`src/rtl/sio_cfg_pkg.sv`:
```
`timescale 1ns/1ps
// Shared constants of the configuration port: key bytes and register indices.
// Assumes an 8-bit index space.
package sio_cfg_pkg;
    localparam int KEY_LEN = 4;

    localparam logic [7:0] IDX_EXIT     = 8'h02;
    localparam logic [7:0] EXIT_VALUE   = 8'h02;
    localparam logic [7:0] IDX_BANK     = 8'h07;
    localparam logic [7:0] IDX_ID_HI    = 8'h20;
    localparam logic [7:0] IDX_ID_LO    = 8'h21;
    localparam logic [7:0] IDX_REV      = 8'h22;
    localparam logic [7:0] IDX_BASE_HI  = 8'h62;
    localparam logic [7:0] IDX_BASE_LO  = 8'h63;
    localparam logic [7:0] IDX_SIMPLE0  = 8'hC0;
    localparam logic [7:0] IDX_OE0      = 8'hC8;
    localparam logic [7:0] READ_IDLE    = 8'hFF;

    // Key byte expected at a given step of the unlock sequence.
    function automatic logic [7:0] key_byte(input int step);
        case (step)
            0:       key_byte = 8'h87;
            1:       key_byte = 8'h01;
            default: key_byte = 8'h55;
        endcase
    endfunction
endpackage

```
`src/rtl/sio_key_match.sv`:
```
`timescale 1ns/1ps
// Unlock key matcher: follows the index-port byte stream while the space is
// sealed and opens it when the full key has arrived. Assumes the relock
// request is a single-cycle pulse from the register file.
module sio_key_match
    import sio_cfg_pkg::*;
(
    input  logic       clk,
    input  logic       rst_n,
    input  logic       idx_wr,
    input  logic [7:0] wdata,
    input  logic       relock,
    output logic       unlocked
);
    localparam int CW = (KEY_LEN > 2) ? $clog2(KEY_LEN) : 1;

    logic [CW-1:0] step_q;
    logic          open_q;

    // Advance, restart or complete the key match; relock has priority.
    always_ff @(posedge clk) begin
        if (!rst_n) begin
            step_q <= '0;
            open_q <= 1'b0;
        end else if (relock) begin
            step_q <= '0;
            open_q <= 1'b0;
        end else if (!open_q && idx_wr) begin
            if (wdata == key_byte(int'(step_q))) begin
                if (int'(step_q) == KEY_LEN - 1) begin
                    step_q <= '0;
                    open_q <= 1'b1;
                end else begin
                    step_q <= step_q + CW'(1);
                end
            end else if (wdata == key_byte(0)) begin
                step_q <= CW'(1);
            end else begin
                step_q <= '0;
            end
        end
    end

    assign unlocked = open_q;

    // the space only opens right after the last key byte hits the index port
    assert_open_after_key_R2: assert property (@(posedge clk) disable iff (!rst_n)
        $rose(open_q) |-> $past(idx_wr && wdata == key_byte(KEY_LEN - 1)));
endmodule

```
`src/rtl/sio_cfg_regs.sv`:
```
`timescale 1ns/1ps
// Configuration register file: index register, bank selector, read-only
// identity, and the GPIO bank registers. Assumes 1 <= NUM_SIMPLE <= 8 and
// NUM_GROUPS <= 8 so the group ranges stay within their index windows.
module sio_cfg_regs
    import sio_cfg_pkg::*;
#(
    parameter int          NUM_GROUPS = 8,
    parameter int          NUM_SIMPLE = 5,
    parameter logic [7:0]  GPIO_BANK  = 8'h07,
    parameter logic [15:0] CHIP_ID    = 16'h5A31,
    parameter logic [3:0]  REVISION   = 4'h3
) (
    input  logic                    clk,
    input  logic                    rst_n,
    input  logic                    unlocked,
    input  logic                    idx_wr,
    input  logic                    data_wr,
    input  logic [7:0]              wdata,
    output logic [7:0]              cur_index,
    output logic [7:0]              rd_value,
    output logic                    relock,
    output logic [15:0]             gpio_base,
    output logic [8*NUM_GROUPS-1:0] gpio_oe,
    output logic [8*NUM_SIMPLE-1:0] gpio_simple_en
);
    logic [7:0]  index_q;
    logic [7:0]  bank_q;
    logic [15:0] base_q;
    logic [7:0]  oe_q     [NUM_GROUPS];
    logic [7:0]  simple_q [NUM_SIMPLE];
    logic        wr_ok;
    logic        gpio_sel;

    assign wr_ok    = data_wr && unlocked;
    assign gpio_sel = (bank_q == GPIO_BANK);
    assign relock   = wr_ok && (index_q == IDX_EXIT) && (wdata == EXIT_VALUE);

    // Index register: loaded from the index port only while open.
    always_ff @(posedge clk) begin
        if (!rst_n)                   index_q <= '0;
        else if (idx_wr && unlocked)  index_q <= wdata;
    end

    // Bank selector: global register, writable while open.
    always_ff @(posedge clk) begin
        if (!rst_n)                              bank_q <= '0;
        else if (wr_ok && index_q == IDX_BANK)   bank_q <= wdata;
    end

    // GPIO base address, written a byte at a time within the GPIO bank.
    always_ff @(posedge clk) begin
        if (!rst_n) begin
            base_q <= '0;
        end else if (wr_ok && gpio_sel) begin
            if (index_q == IDX_BASE_HI) base_q[15:8] <= wdata;
            if (index_q == IDX_BASE_LO) base_q[7:0]  <= wdata;
        end
    end

    for (genvar g = 0; g < NUM_GROUPS; g++) begin : g_oe
        // Output-enable byte of one group.
        always_ff @(posedge clk) begin
            if (!rst_n)                                         oe_q[g] <= '0;
            else if (wr_ok && gpio_sel && index_q == IDX_OE0 + 8'(g)) oe_q[g] <= wdata;
        end
        assign gpio_oe[8*g +: 8] = oe_q[g];
    end

    for (genvar g = 0; g < NUM_SIMPLE; g++) begin : g_simple
        // Simple-I/O enable byte of one switchable group.
        always_ff @(posedge clk) begin
            if (!rst_n)                                             simple_q[g] <= '0;
            else if (wr_ok && gpio_sel && index_q == IDX_SIMPLE0 + 8'(g)) simple_q[g] <= wdata;
        end
        assign gpio_simple_en[8*g +: 8] = simple_q[g];
    end

    // Read multiplexer for the register the index points at.
    always_comb begin
        rd_value = 8'h00;
        case (index_q)
            IDX_BANK:  rd_value = bank_q;
            IDX_ID_HI: rd_value = CHIP_ID[15:8];
            IDX_ID_LO: rd_value = CHIP_ID[7:0];
            IDX_REV:   rd_value = {4'h0, REVISION};
            default: begin
                if (gpio_sel) begin
                    if (index_q == IDX_BASE_HI) rd_value = base_q[15:8];
                    if (index_q == IDX_BASE_LO) rd_value = base_q[7:0];
                    for (int g = 0; g < NUM_GROUPS; g++)
                        if (index_q == IDX_OE0 + 8'(g)) rd_value = oe_q[g];
                    for (int g = 0; g < NUM_SIMPLE; g++)
                        if (index_q == IDX_SIMPLE0 + 8'(g)) rd_value = simple_q[g];
                end
            end
        endcase
    end

    assign cur_index = index_q;
    assign gpio_base = base_q;

    // nothing reaches the output enables while sealed
    assert_sealed_oe_hold_R4: assert property (@(posedge clk) disable iff (!rst_n)
        !unlocked |=> $stable(gpio_oe));
    // a non-GPIO bank keeps the GPIO registers untouched
    assert_bank_gate_R6: assert property (@(posedge clk) disable iff (!rst_n)
        !gpio_sel |=> ($stable(gpio_oe) && $stable(gpio_simple_en) && $stable(gpio_base)));
endmodule

```
`src/rtl/sio_cfg_port.sv`:
```
`timescale 1ns/1ps
// Top of the indexed configuration port: decodes the two I/O addresses,
// joins the key matcher and the register file, and registers read data.
// Assumes single-cycle read and write strobes.
module sio_cfg_port
    import sio_cfg_pkg::*;
#(
    parameter logic [15:0] INDEX_PORT = 16'h002E,
    parameter logic [15:0] DATA_PORT  = 16'h002F,
    parameter int          NUM_GROUPS = 8,
    parameter int          NUM_SIMPLE = 5,
    parameter logic [7:0]  GPIO_BANK  = 8'h07,
    parameter logic [15:0] CHIP_ID    = 16'h5A31,
    parameter logic [3:0]  REVISION   = 4'h3
) (
    input  logic                    clk,
    input  logic                    rst_n,
    input  logic                    io_wr,
    input  logic                    io_rd,
    input  logic [15:0]             io_addr,
    input  logic [7:0]              io_wdata,
    output logic [7:0]              io_rdata,
    output logic [15:0]             gpio_base,
    output logic [8*NUM_GROUPS-1:0] gpio_oe,
    output logic [8*NUM_SIMPLE-1:0] gpio_simple_en
);
    logic       hit_index, hit_data;
    logic       unlocked, relock;
    logic [7:0] cur_index, rd_value;
    logic [7:0] rdata_q;

    assign hit_index = (io_addr == INDEX_PORT);
    assign hit_data  = (io_addr == DATA_PORT);

    sio_key_match u_key (
        .clk      (clk),
        .rst_n    (rst_n),
        .idx_wr   (io_wr && hit_index),
        .wdata    (io_wdata),
        .relock   (relock),
        .unlocked (unlocked)
    );

    sio_cfg_regs #(
        .NUM_GROUPS (NUM_GROUPS),
        .NUM_SIMPLE (NUM_SIMPLE),
        .GPIO_BANK  (GPIO_BANK),
        .CHIP_ID    (CHIP_ID),
        .REVISION   (REVISION)
    ) u_regs (
        .clk            (clk),
        .rst_n          (rst_n),
        .unlocked       (unlocked),
        .idx_wr         (io_wr && hit_index),
        .data_wr        (io_wr && hit_data),
        .wdata          (io_wdata),
        .cur_index      (cur_index),
        .rd_value       (rd_value),
        .relock         (relock),
        .gpio_base      (gpio_base),
        .gpio_oe        (gpio_oe),
        .gpio_simple_en (gpio_simple_en)
    );

    // Registered read data; idle value whenever no valid open-space read.
    always_ff @(posedge clk) begin
        if (!rst_n)                               rdata_q <= READ_IDLE;
        else if (io_rd && unlocked && hit_index)  rdata_q <= cur_index;
        else if (io_rd && unlocked && hit_data)   rdata_q <= rd_value;
        else                                      rdata_q <= READ_IDLE;
    end

    assign io_rdata = rdata_q;

    // an accepted exit command seals the space on the next cycle
    assert_exit_seals_R5: assert property (@(posedge clk) disable iff (!rst_n)
        relock |=> !unlocked);
    // with no read strobe the data bus returns the idle value
    assert_idle_read_R12: assert property (@(posedge clk) disable iff (!rst_n)
        !io_rd |=> io_rdata == READ_IDLE);
    // sealed reads always return the idle value
    assert_sealed_read_R4: assert property (@(posedge clk) disable iff (!rst_n)
        !unlocked |=> io_rdata == READ_IDLE);
endmodule

```
`config.mk`:
```
export PLATFORM = sky130hd
export DESIGN_NAME = sio_cfg_port
export DESIGN_NICKNAME = d
export VERILOG_FILES = /design/src/rtl/sio_cfg_pkg.sv /design/src/rtl/sio_key_match.sv /design/src/rtl/sio_cfg_regs.sv /design/src/rtl/sio_cfg_port.sv
export SDC_FILE = /design/constraint.sdc
export NUM_CORES = 1
export LEC_CHECK = 0
export ABC_AREA = 0
export BUFFER_PORTS_ARGS = -buffer_cell sky130_fd_sc_hd__buf_2
export CORE_MARGIN = 5
export CORE_UTILIZATION = 35
export CTS_CLUSTER_SIZE = 40
export DETAILED_ROUTE_END_ITERATION = 6
export PLACE_DENSITY_LB_ADDON = 0.2
export SLEW_MARGIN = 20
export SYNTH_ARGS = -nofsm -noshare
export SYNTH_HDL_FRONTEND = slang
export SYNTH_SLANG_ARGS = --single-unit
```
`constraint.sdc`:
```
create_clock -name clk -period 6.26 [get_ports clk]
set_input_delay 0.939 -clock clk [delete_from_list [all_inputs] [get_ports clk]]
set_output_delay 0.939 -clock clk [all_outputs]
set_load 0.02 [all_outputs]
```
== Word-level counts from Yosys, hierarchy flattened ==
Memory sizes are Yosys's and may differ from the RTL's.
Index checks and enable logic that the tools add are counted.

* Flip-flop bits (word level): 43
* Bits in writable memories: 104
* Output and inout port bits: 128
* Word-level logic and storage cells: 162
* Input bits: 28
* Memories: 2

* Bitwise logic cells: 14
* Muxes and demuxes: 79
* Reductions and logical operators: 31
* Eq/ne operators: 28
* $add $sub $neg: 1

{| class="wikitable"
|+ Memory list
! memory !! words !! bits a word !! read ports !! clocked after Yosys merged registers in !! wr ports !! line !! source
|-
| u_regs.oe_q || 8 || 8 || 8 || 0 || 8 || sio_cfg_regs.sv:30 || <nowiki>logic [7:0] oe_q [NUM_GROUPS];</nowiki>
|-
| u_regs.simple_q || 5 || 8 || 5 || 0 || 5 || sio_cfg_regs.sv:31 || <nowiki>logic [7:0] simple_q [NUM_SIMPLE];</nowiki>
|}

{| class="wikitable"
|+ Operator list
! operator !! number
|-
| 8-bit 2-to-1 mux || 34
|-
| 8-bit equality test, second input constant || 14
|-
| 1-bit 2-to-1 mux || 41
|-
| 16-bit by 6-bit equality test with 1-bit output, second input constant || 2
|-
| 8-bit one-hot mux with 4 select lines || 1
|-
| 1-bit logical AND || 25
|-
| 8-bit by 6-bit equality test with 1-bit output, second input constant || 3
|-
| 8-bit by 2-bit equality test with 1-bit output, second input constant || 2
|-
| 8-bit by 3-bit equality test with 1-bit output, second input constant || 2
|-
| 8-bit by 7-bit equality test with 1-bit output, second input constant || 2
|-
| 8-bit one-hot mux with 2 select lines || 1
|-
| 1-bit OR || 13
|-
| 8-bit equality test || 1
|-
| 2-bit by 1-bit equality test with 1-bit output, second input constant || 2
|-
| 2-bit 2-to-1 mux || 2
|-
| 2-bit AND reduction || 2
|-
| 3-bit AND reduction || 1
|-
| 2-bit by 1-bit adder with 2-bit output, second input constant || 1
|-
| 2-bit zero test || 1
|-
| 2-bit OR reduction || 1
|-
| 1-bit zero test || 1
|-
| 1-bit inverter || 1
|}

== Depth between registers and ports, before layout ==
Gate-level depths: netlist of run 1.

* Word-level depth: 20
* Gate-level depth with buffers: 9
* Mapped depth without buffers: 8

== Cells and area by module ==
Synthesis of run 1 repeated with hierarchy kept, for this count alone.

* Cell total of the unflattened synthesis: 738
* Area total of the unflattened synthesis: 7588.5 µm²

{| class="wikitable"
|+ Modules (own cells, without submodules)
! module !! cells an instance !! area an instance (µm²) !! seq. area each (µm²) !! times used
|-
| sio_cfg_regs || 668 || 6935.4 || 3763.6 || 1
|-
| sio_cfg_port || 37 || 395.4 || 160.2 || 1
|-
| sio_key_match || 33 || 257.7 || 60.1 || 1
|}

== Worst setup path after synthesis of run 1 ==
Ideal clock, no wire load.

* Kind: input port to flip-flop
* Start point: input port io_addr[4]
* End point: memory u_regs.simple_q[3][0] (enable)
* Stages: 6
* Data required time: 5.876 ns
* Buffers on the path: 1
* Library setup time: 0.384 ns
* Setup slack: 2.787 ns
* Arrival: 3.089 ns
* Path through: or4b_2 -> nor4_2 -> nand4_1 -> or2_2 -> clkbuf_1 -> o21ai_0

{| class="wikitable"
|+ RTL lines
! what !! line !! source
|-
| from (decl) || sio_cfg_port.sv:20 || <nowiki>input logic [15:0] io_addr,</nowiki>
|-
| to (decl) || sio_cfg_regs.sv:31 ||
|}

==> reports/metrics.cfg, run 1 <==
[clock_tree]
clk_latency_ns = 0.44
root_buffer = clkbuf_16
clock_sinks = 147
htreeDepth = 4
cts_tree = yes
cts_setup_buffers = 0
cts_buffers = 17
cts_resized = 0
hold_buffers = 0
clk_pin_slew_ns = 0.06
cts_buffer_depth = 2

[setup_path]
cp-start-kind = primary input
reg2reg_depth = 4
cp_max_fo = 10
endpoint = u_regs.oe_q[1][0]
rrSetupSlack_ns = 2.67
cp-end-kind = flip-flop
r2r_end = u_regs.simple_q[2][7]
reg2reg_from = u_regs.cur_index[6]
worstSetupPathType = primary input to flip-flop
cp.arrival_ns = 3.67
cp-startpoint = io_addr[9]
critPathRequiredTime_ns = 6.31

[route]
via_per_inst = 5.64
drt-total-wl_um = 26700
first_pass_iters = 5
drc = 0
ant_nets = 0
wl_per_cell_um = 23.6
drtIter0Drc = 763
vias = 6383

[floorplan]
dieArea_mm2 = 0.0237
die_w_um = 154
io_pins = 156
initial_core_util = 0.357
design.core.area_mm2 = 0.0203
row_count = 52
die_h_um = 154

[timing]
skew_ns = 0.0106
fin_crit_sh = 0.579
finalSetupTns_ns = 0
fin_ws_ns = 2.64
max_freq_ghz = 0.276
setup_viol = 0
period_needed_ns = 3.62
slew_headroom = 0.246
rsz0062_at_grt = no
hold_violations = 0
worst_pin_slew_ns = 1.12
drv_slew = 0
whs_ns = 0.480

[cells_and_area]
num-nets-final = 881
fillers = 2012
final_core_util = 0.433
multi_input_area_mm2 = 0.00305
drive_gt1_frac = 0.262
area_growth_pct = 21.2
antenna_cells = 0
seqCellArea_mm2 = 0.00399

[worst_hold_path]
hold_class = flip-flop to flip-flop

[logic_synthesis]
avgSynthCellArea_um2 = 10.2
async_flop_share = 0
synth_top_area_share = 0.430
yosysWarnings = 0
ys_ff_latch = 147
synth_common_cells = edfxtp_1 (104), nor2_1 (104), nand2_1 (51), nand3_1 (47), dfxtp_1 (43)
syn_nets = 746
synth_edf_count = 104
synth_flop_cell = edfxtp_1
synth.area.top_cells = edfxtp_1 (43%), dfxtp_1 (12%), nor2_1 (5.4%)
synth_area_mm2 = 0.00725
yosysSeqAreaShare = 0.549
ys_types = 65
yosys.area.top_type = edfxtp_1
synth_cells = 713

[global_route]
antenna_found_initial = 0
met1_usage = 0.283
met2_usage = 0.363
grt.total_usage = 0.219
grt_util_met3 = 0.0534
overflow = 0
grt_max_degree = 57
grt.busiest_layer = met2
grt_pass1_wl_um = 39000
grt_pass1_vias = 6207

[outcome]
outcome = complete, no violations

[placed_design]
post-place-ws_ns = 2.19
portBuffers = 155
dp_hpwl_um = 19300
gp_routability_congestion = 0.928

[pwr]
peakVddDrop_uv = 194
power_density_mw_per_mm2 = 251
leakage_nw = 3.17

[run]
cap_violations = 0

## kinds of logic after synthesis
| family | synth area share |
|---|---|
| buffers and inverters | 0.0300 |
| muxes | 0.0474 |
| adders and majority gates | 0.00862 |
| xor gates and xnor gates | 0.00121 |
| and+or+nand+nor | 0.236 |
| DFF | 0.549 |
| AOI/OAI and AO/OA | 0.128 |
## area by class of cell
| class | instances | share of cell area |
|---|---|---|
| clock buffers | 19 | 0.0492 |
| multi-input cells | 511 | 0.347 |
| inverters | 6 | 0.00256 |
| flip-flops and latches | 147 | 0.453 |
| well taps | 270 | 0.0384 |
| clock inverters | 13 | 0.0125 |
| repair buffers | 165 | 0.0968 |
## flip-flops by register name (all words and copies together) (netlist names)
signal	count
u_regs.simple_q	40
u_regs.bank_q	8
u_key.unlocked	1
u_regs.cur_index	8
io_rdata	8
u_regs.oe_q	64
u_key.step_q	2
u_regs.gpio_base	16
## layer usage
metal | vias up | share of wire | wire (um)
met1 | 3126 | 0.41 | 11000
met2 | 315 | 0.48 | 12800
met3 | 45 | 0.084 | 2230
met4 | 0 | 0.024 | 628
li1 | 2897 | - | -
met5 | - | 0 | 0
## through the flow
stage | power (mW) | instances | cell area [um2]
after floorplan | 1.19 | 713 | 7250
after global placement | 1.27 | 1099 | 8250
after detailed placement | 1.27 | 1099 | 8250
after CTS | 2.21 | 1131 | 8790
after global routing | 2.26 | 1131 | 8790
final | 2.21 | 1131 | 8790
## how the worst min path moves through the flow
stage                               from                   end  slack, ns  cells past startpoint
global route         u_regs.gpio_base[4]   u_regs.gpio_base[4]       0.52                      2
detailed placement  u_regs.gpio_base[15]  u_regs.gpio_base[15]       0.48                      2
finish              u_regs.gpio_base[15]  u_regs.gpio_base[15]       0.48                      2
CTS                 u_regs.gpio_base[15]  u_regs.gpio_base[15]       0.49                      2
global placement     u_regs.gpio_base[1]   u_regs.gpio_base[1]       0.47                      2
floorplan                u_key.step_q[1]       u_key.step_q[1]       0.46                      2
## power breakdown
group / leakage (nW) / switching [mW] / internal [mW] / total (mW)
sequential: 1.33 / 0.0331 / 1.08 / 1.11
clock: 0.257 / 0.418 / 0.544 / 0.961
combinational: 1.58 / 0.100 / 0.0405 / 0.141
## critical path, stage by stage
cell	delay, ns
buf_2	0.09
or4_1	0.57
nor4_2	0.47
nand4_1	0.18
or2_2	0.47
o21ai_0	0.93
## cell usage in the layout (no fill, tap or decap), types with 8 or more instances in the layout
master and instances:
buf_2 155, a21oi_1 25, dfxtp_1 42, nand2_1 51, nand2_2 8, nor3_1 8, nor2_1 104, nor2b_1 17
and2_1 36, mux2_2 9, a21boi_0 8, clkbuf_16 17, mux2i_1 22, and3_1 12, o22ai_1 9, edfxtp_1 104
o21ai_0 35, buf_4 10, nand4_1 9, nand3_1 47
Note: power is estimated with default switching activity, not from simulation.
==> run 2, diff against run 1 <==
--- a/config.mk
+++ b/config.mk
@@ -5,7 +5,7 @@
 export SDC_FILE = /design/constraint.sdc
 export NUM_CORES = 1
 export LEC_CHECK = 0
-export ABC_AREA = 0
+export ABC_AREA = 1
 export BUFFER_PORTS_ARGS = -buffer_cell sky130_fd_sc_hd__buf_2
 export CORE_MARGIN = 5
 export CORE_UTILIZATION = 35
==> constraint.sdc (replaced) <==
create_clock -name clk -period 3.4 [get_ports clk]
set_input_delay 0.51 -clock clk [delete_from_list [all_inputs] [get_ports clk]]
set_output_delay 0.51 -clock clk [all_outputs]
set_load 0.02 [all_outputs]
==> reports/metrics.cfg, run 2 <==
[route]
vias = 6180  ; was 6383
wl_per_cell_um = 18.5  ; was 23.6 um
via_per_inst = 4.96  ; was 5.64
drt-total-wl_um = 23000  ; was 26700 um
drtIter0Drc = 492  ; was 763
drc = 0  ; unchanged
ant_nets = 0  ; unchanged
first_pass_iters = 5  ; unchanged

[cells_and_area]
mostFrequentLayoutCell = nor2_1  ; was buf_2
top_register = u_regs.oe_q  ; unchanged
area_growth_pct = 24.5  ; was 21.2%
num-nets-final = 1002  ; was 881
antenna_cells = 0  ; unchanged
largest_reg_flops = 64  ; unchanged
drive_gt1_frac = 0.237  ; was 0.262
layout_common_cells = nor2_1 (188), nand2_1 (156), buf_2 (155)  ; was buf_2 (155), nor2_1 (104), edfxtp_1 (104)

[global_route]
met2_usage = 0.318  ; was 0.363
grt_pass1_wl_um = 33700  ; was 39000 um
grt_util_met3 = 0.0365  ; was 0.0534
met1_usage = 0.272  ; was 0.283
grt_pass1_vias = 5904  ; was 6207
grt.busiest_layer = met2  ; unchanged
grt.total_usage = 0.199  ; was 0.219
overflow = 0  ; unchanged
antenna_found_initial = 0  ; unchanged
grt_max_degree = 33  ; was 57

[clock_tree]
clock_sinks = 147  ; unchanged
cts_tree = yes  ; unchanged
clk_pin_slew_ns = 0.06  ; about the same
clk_latency_ns = 0.43  ; was 0.44 ns
cts_buffer_depth = 2  ; unchanged
htreeDepth = 4  ; unchanged
hold_buffers = 0  ; unchanged
root_buffer = clkbuf_16  ; unchanged
cts_setup_buffers = 0  ; unchanged
cts_resized = 0  ; unchanged
cts_buffers = 17  ; unchanged

[logic_synthesis]
synth_cells = 800  ; was 713
synth_area_mm2 = 0.00699  ; was 0.00725 mm2
yosysWarnings = 0  ; unchanged
yosysMostFrequentCell = nor2_1
syn_nets = 833  ; was 746
avgSynthCellArea_um2 = 8.73  ; was 10.2 um2
synth_flop_cell = edfxtp_1  ; unchanged
ys_ff_latch = 147  ; unchanged
synth.area.top_cells = edfxtp_1 (45%), dfxtp_1 (12%), nor2_1 (10%)  ; was edfxtp_1 (43%), dfxtp_1 (12%), nor2_1 (5.4%)
ys_types = 34  ; was 65
synth_top_area_share = 0.447  ; was 0.430
yosysSeqAreaShare = 0.570  ; was 0.549
synth_edf_count = 104  ; unchanged
async_flop_share = 0  ; unchanged
synth_common_cells = nor2_1 (188), nand2_1 (156), edfxtp_1 (104), inv_1 (68), a21oi_1 (44)  ; was edfxtp_1 (104), nor2_1 (104), nand2_1 (51), nand3_1 (47), dfxtp_1 (43)
yosys.area.top_type = edfxtp_1  ; unchanged

[setup_path]
cp-start-kind = flip-flop  ; was primary input
worstSetupPathType = flip-flop to flip-flop  ; was primary input to flip-flop
cp-end-kind = flip-flop  ; unchanged
cp.arrival_ns = 2.89  ; was 3.67 ns
critPathSlowestCell = dfxtp_1  ; was o21ai_0
cp_max_fo = 17  ; was 10
slowest_delay_ns = 0.36  ; was 0.93 ns
path_cells = inv_1, nand2_1, nor2_2, nand3_1, nand2_1, nor2_1, nand4_1, nor2_1, nand4_1, nor2_1, nand4_1, nand2_1, nand2_1, nand2_1, nand2_1  ; was buf_2, or4_1, nor4_2, nand4_1, or2_2, o21ai_0
crit_top_cell = nand2_1
critPathRequiredTime_ns = 3.71  ; was 6.31 ns

[timing]
rsz0062_at_grt = no  ; unchanged
drv_slew = 0  ; unchanged
finalSetupTns_ns = 0  ; unchanged
slew_headroom = 0.456  ; was 0.246
skew_ns = 0.0110  ; was 0.0106 ns
max_freq_ghz = 0.389
hold_violations = 0  ; unchanged
worst_pin_slew_ns = 0.816  ; was 1.12 ns
period_needed_ns = 2.57
setup_viol = 0  ; unchanged
fin_crit_sh = 0.757

[pwr]
combPwrFrac = 0.067  ; was 0.064
p_sw_mw = 1.04  ; was 551 uW
leakage_nw = 3.70  ; was 3.17 nW
clkPwrFrac = 0.449  ; was 0.435
seqPwrFrac = 0.484  ; was 0.501
power_density_mw_per_mm2 = 480  ; was 251 mW/mm2
p_sw_frac = 0.248  ; was 0.249
peakVddDrop_uv = 344  ; was 194 uV
p_total_mw = 4.17  ; was 2.21 mW
p_int_mw = 3.14  ; was 1.66 mW

[floorplan]
dieArea_mm2 = 0.0229  ; was 0.0237 mm2
initial_core_util = 0.357  ; about the same
die_h_um = 151  ; was 154 um
row_count = 51  ; was 52
design.core.area_mm2 = 0.0196  ; was 0.0203 mm2
die_w_um = 151  ; was 154 um
io_pins = 156  ; unchanged

[placed_design]
dp_hpwl_um = 16400  ; was 19300 um
portBuffers = 155  ; unchanged
gp_routability_congestion = 0.835  ; was 0.928

[outcome]
outcome = complete, no violations  ; unchanged

[run]
cap_violations = 0  ; unchanged

[worst_hold_path]
hold_class = primary input to flip-flop  ; was flip-flop to flip-flop

## run 2: cell count changes after synthesis, sizes merged, moves of 19 or more
cell    before  now
a21oi       25   44
and2        36    0
clkbuf      36   15
inv          4   71
mux2i       22    0
nand2       59  159
nand4        9   31
nor2       104  200
## run 2: kinds of logic (layout without fill, tap and decap cells)
kind of cell / Yosys count / count (layout) / share of synthesized area
buffers and inverters: 100 / 282 / 0.0578
DFF: 147 / 147 / 0.570
and+or+nand+nor: 454 / 454 / 0.290
adders and majority gates: 5 / 5 / 0.00895
AOI/OAI and AO/OA: 94 / 94 / 0.0727
## run 2: path summary, 6_finish.rpt
path                                             to  cells after the start                 from  slack (ns)
worst max register to register          io_rdata[2]                     15  u_regs.cur_index[4]        0.83
worst max-delay path                    io_rdata[2]                     15  u_regs.cur_index[4]        0.83
worst min register to register      u_key.step_q[1]                      2      u_key.step_q[1]        0.49
worst min-delay path            u_regs.cur_index[5]                      3          io_wdata[5]        0.41
## run 2: layer usage
layer | vias up | share of wire
li1 | 3023 | -
met1 | 2934 | 0.46
met2 | 197 | 0.47
met3 | 26 | 0.058
met4 | 0 | 0.018
met5 | - | 0
## run 2: through the flow
stage,hold WS (ns),std cells,utilization,setup WS (ns),instance area (um2)
final,0.408,1247,0.444,0.826,8700
after global routing,0.432,1247,0.444,0.623,8700
after CTS,0.397,1247,0.444,0.848,8700
after detailed placement,0.484,1215,0.414,0.809,8110
after global placement,0.481,1215,0.414,0.835,8110
after floorplan,0.462,800,-,0.951,6990
## run 2: worst max-delay path, delay by kind of cell, from the launching register on
kind | cells | cell delay, ns
buffers and inverters | 1 | 0.07
flip-flops | 1 | 0.36
AND/OR/NAND/NOR | 14 | 2.00
## run 2: area by class of cell
class,instances,area [um2]
fill,1974,10900
timing repair buffer,173,911
clock inverter,15,158
clock buffer,17,425
inverter,77,289
sequential,147,3980
multi-input combinational,553,2600
tap,265,332
## run 2: power groups by stage
stage / logic [mW] / registers, mW / clock network (mW)
2_1_floorplan: 0.0608 / 2.13 / 0
3_3_place_gp: 0.279 / 2.06 / 0
3_5_place_dp: 0.282 / 2.06 / 0
4_1_cts: 0.283 / 2.02 / 1.89
5_1_grt: 0.298 / 2.03 / 1.97
6_report: 0.280 / 2.02 / 1.87
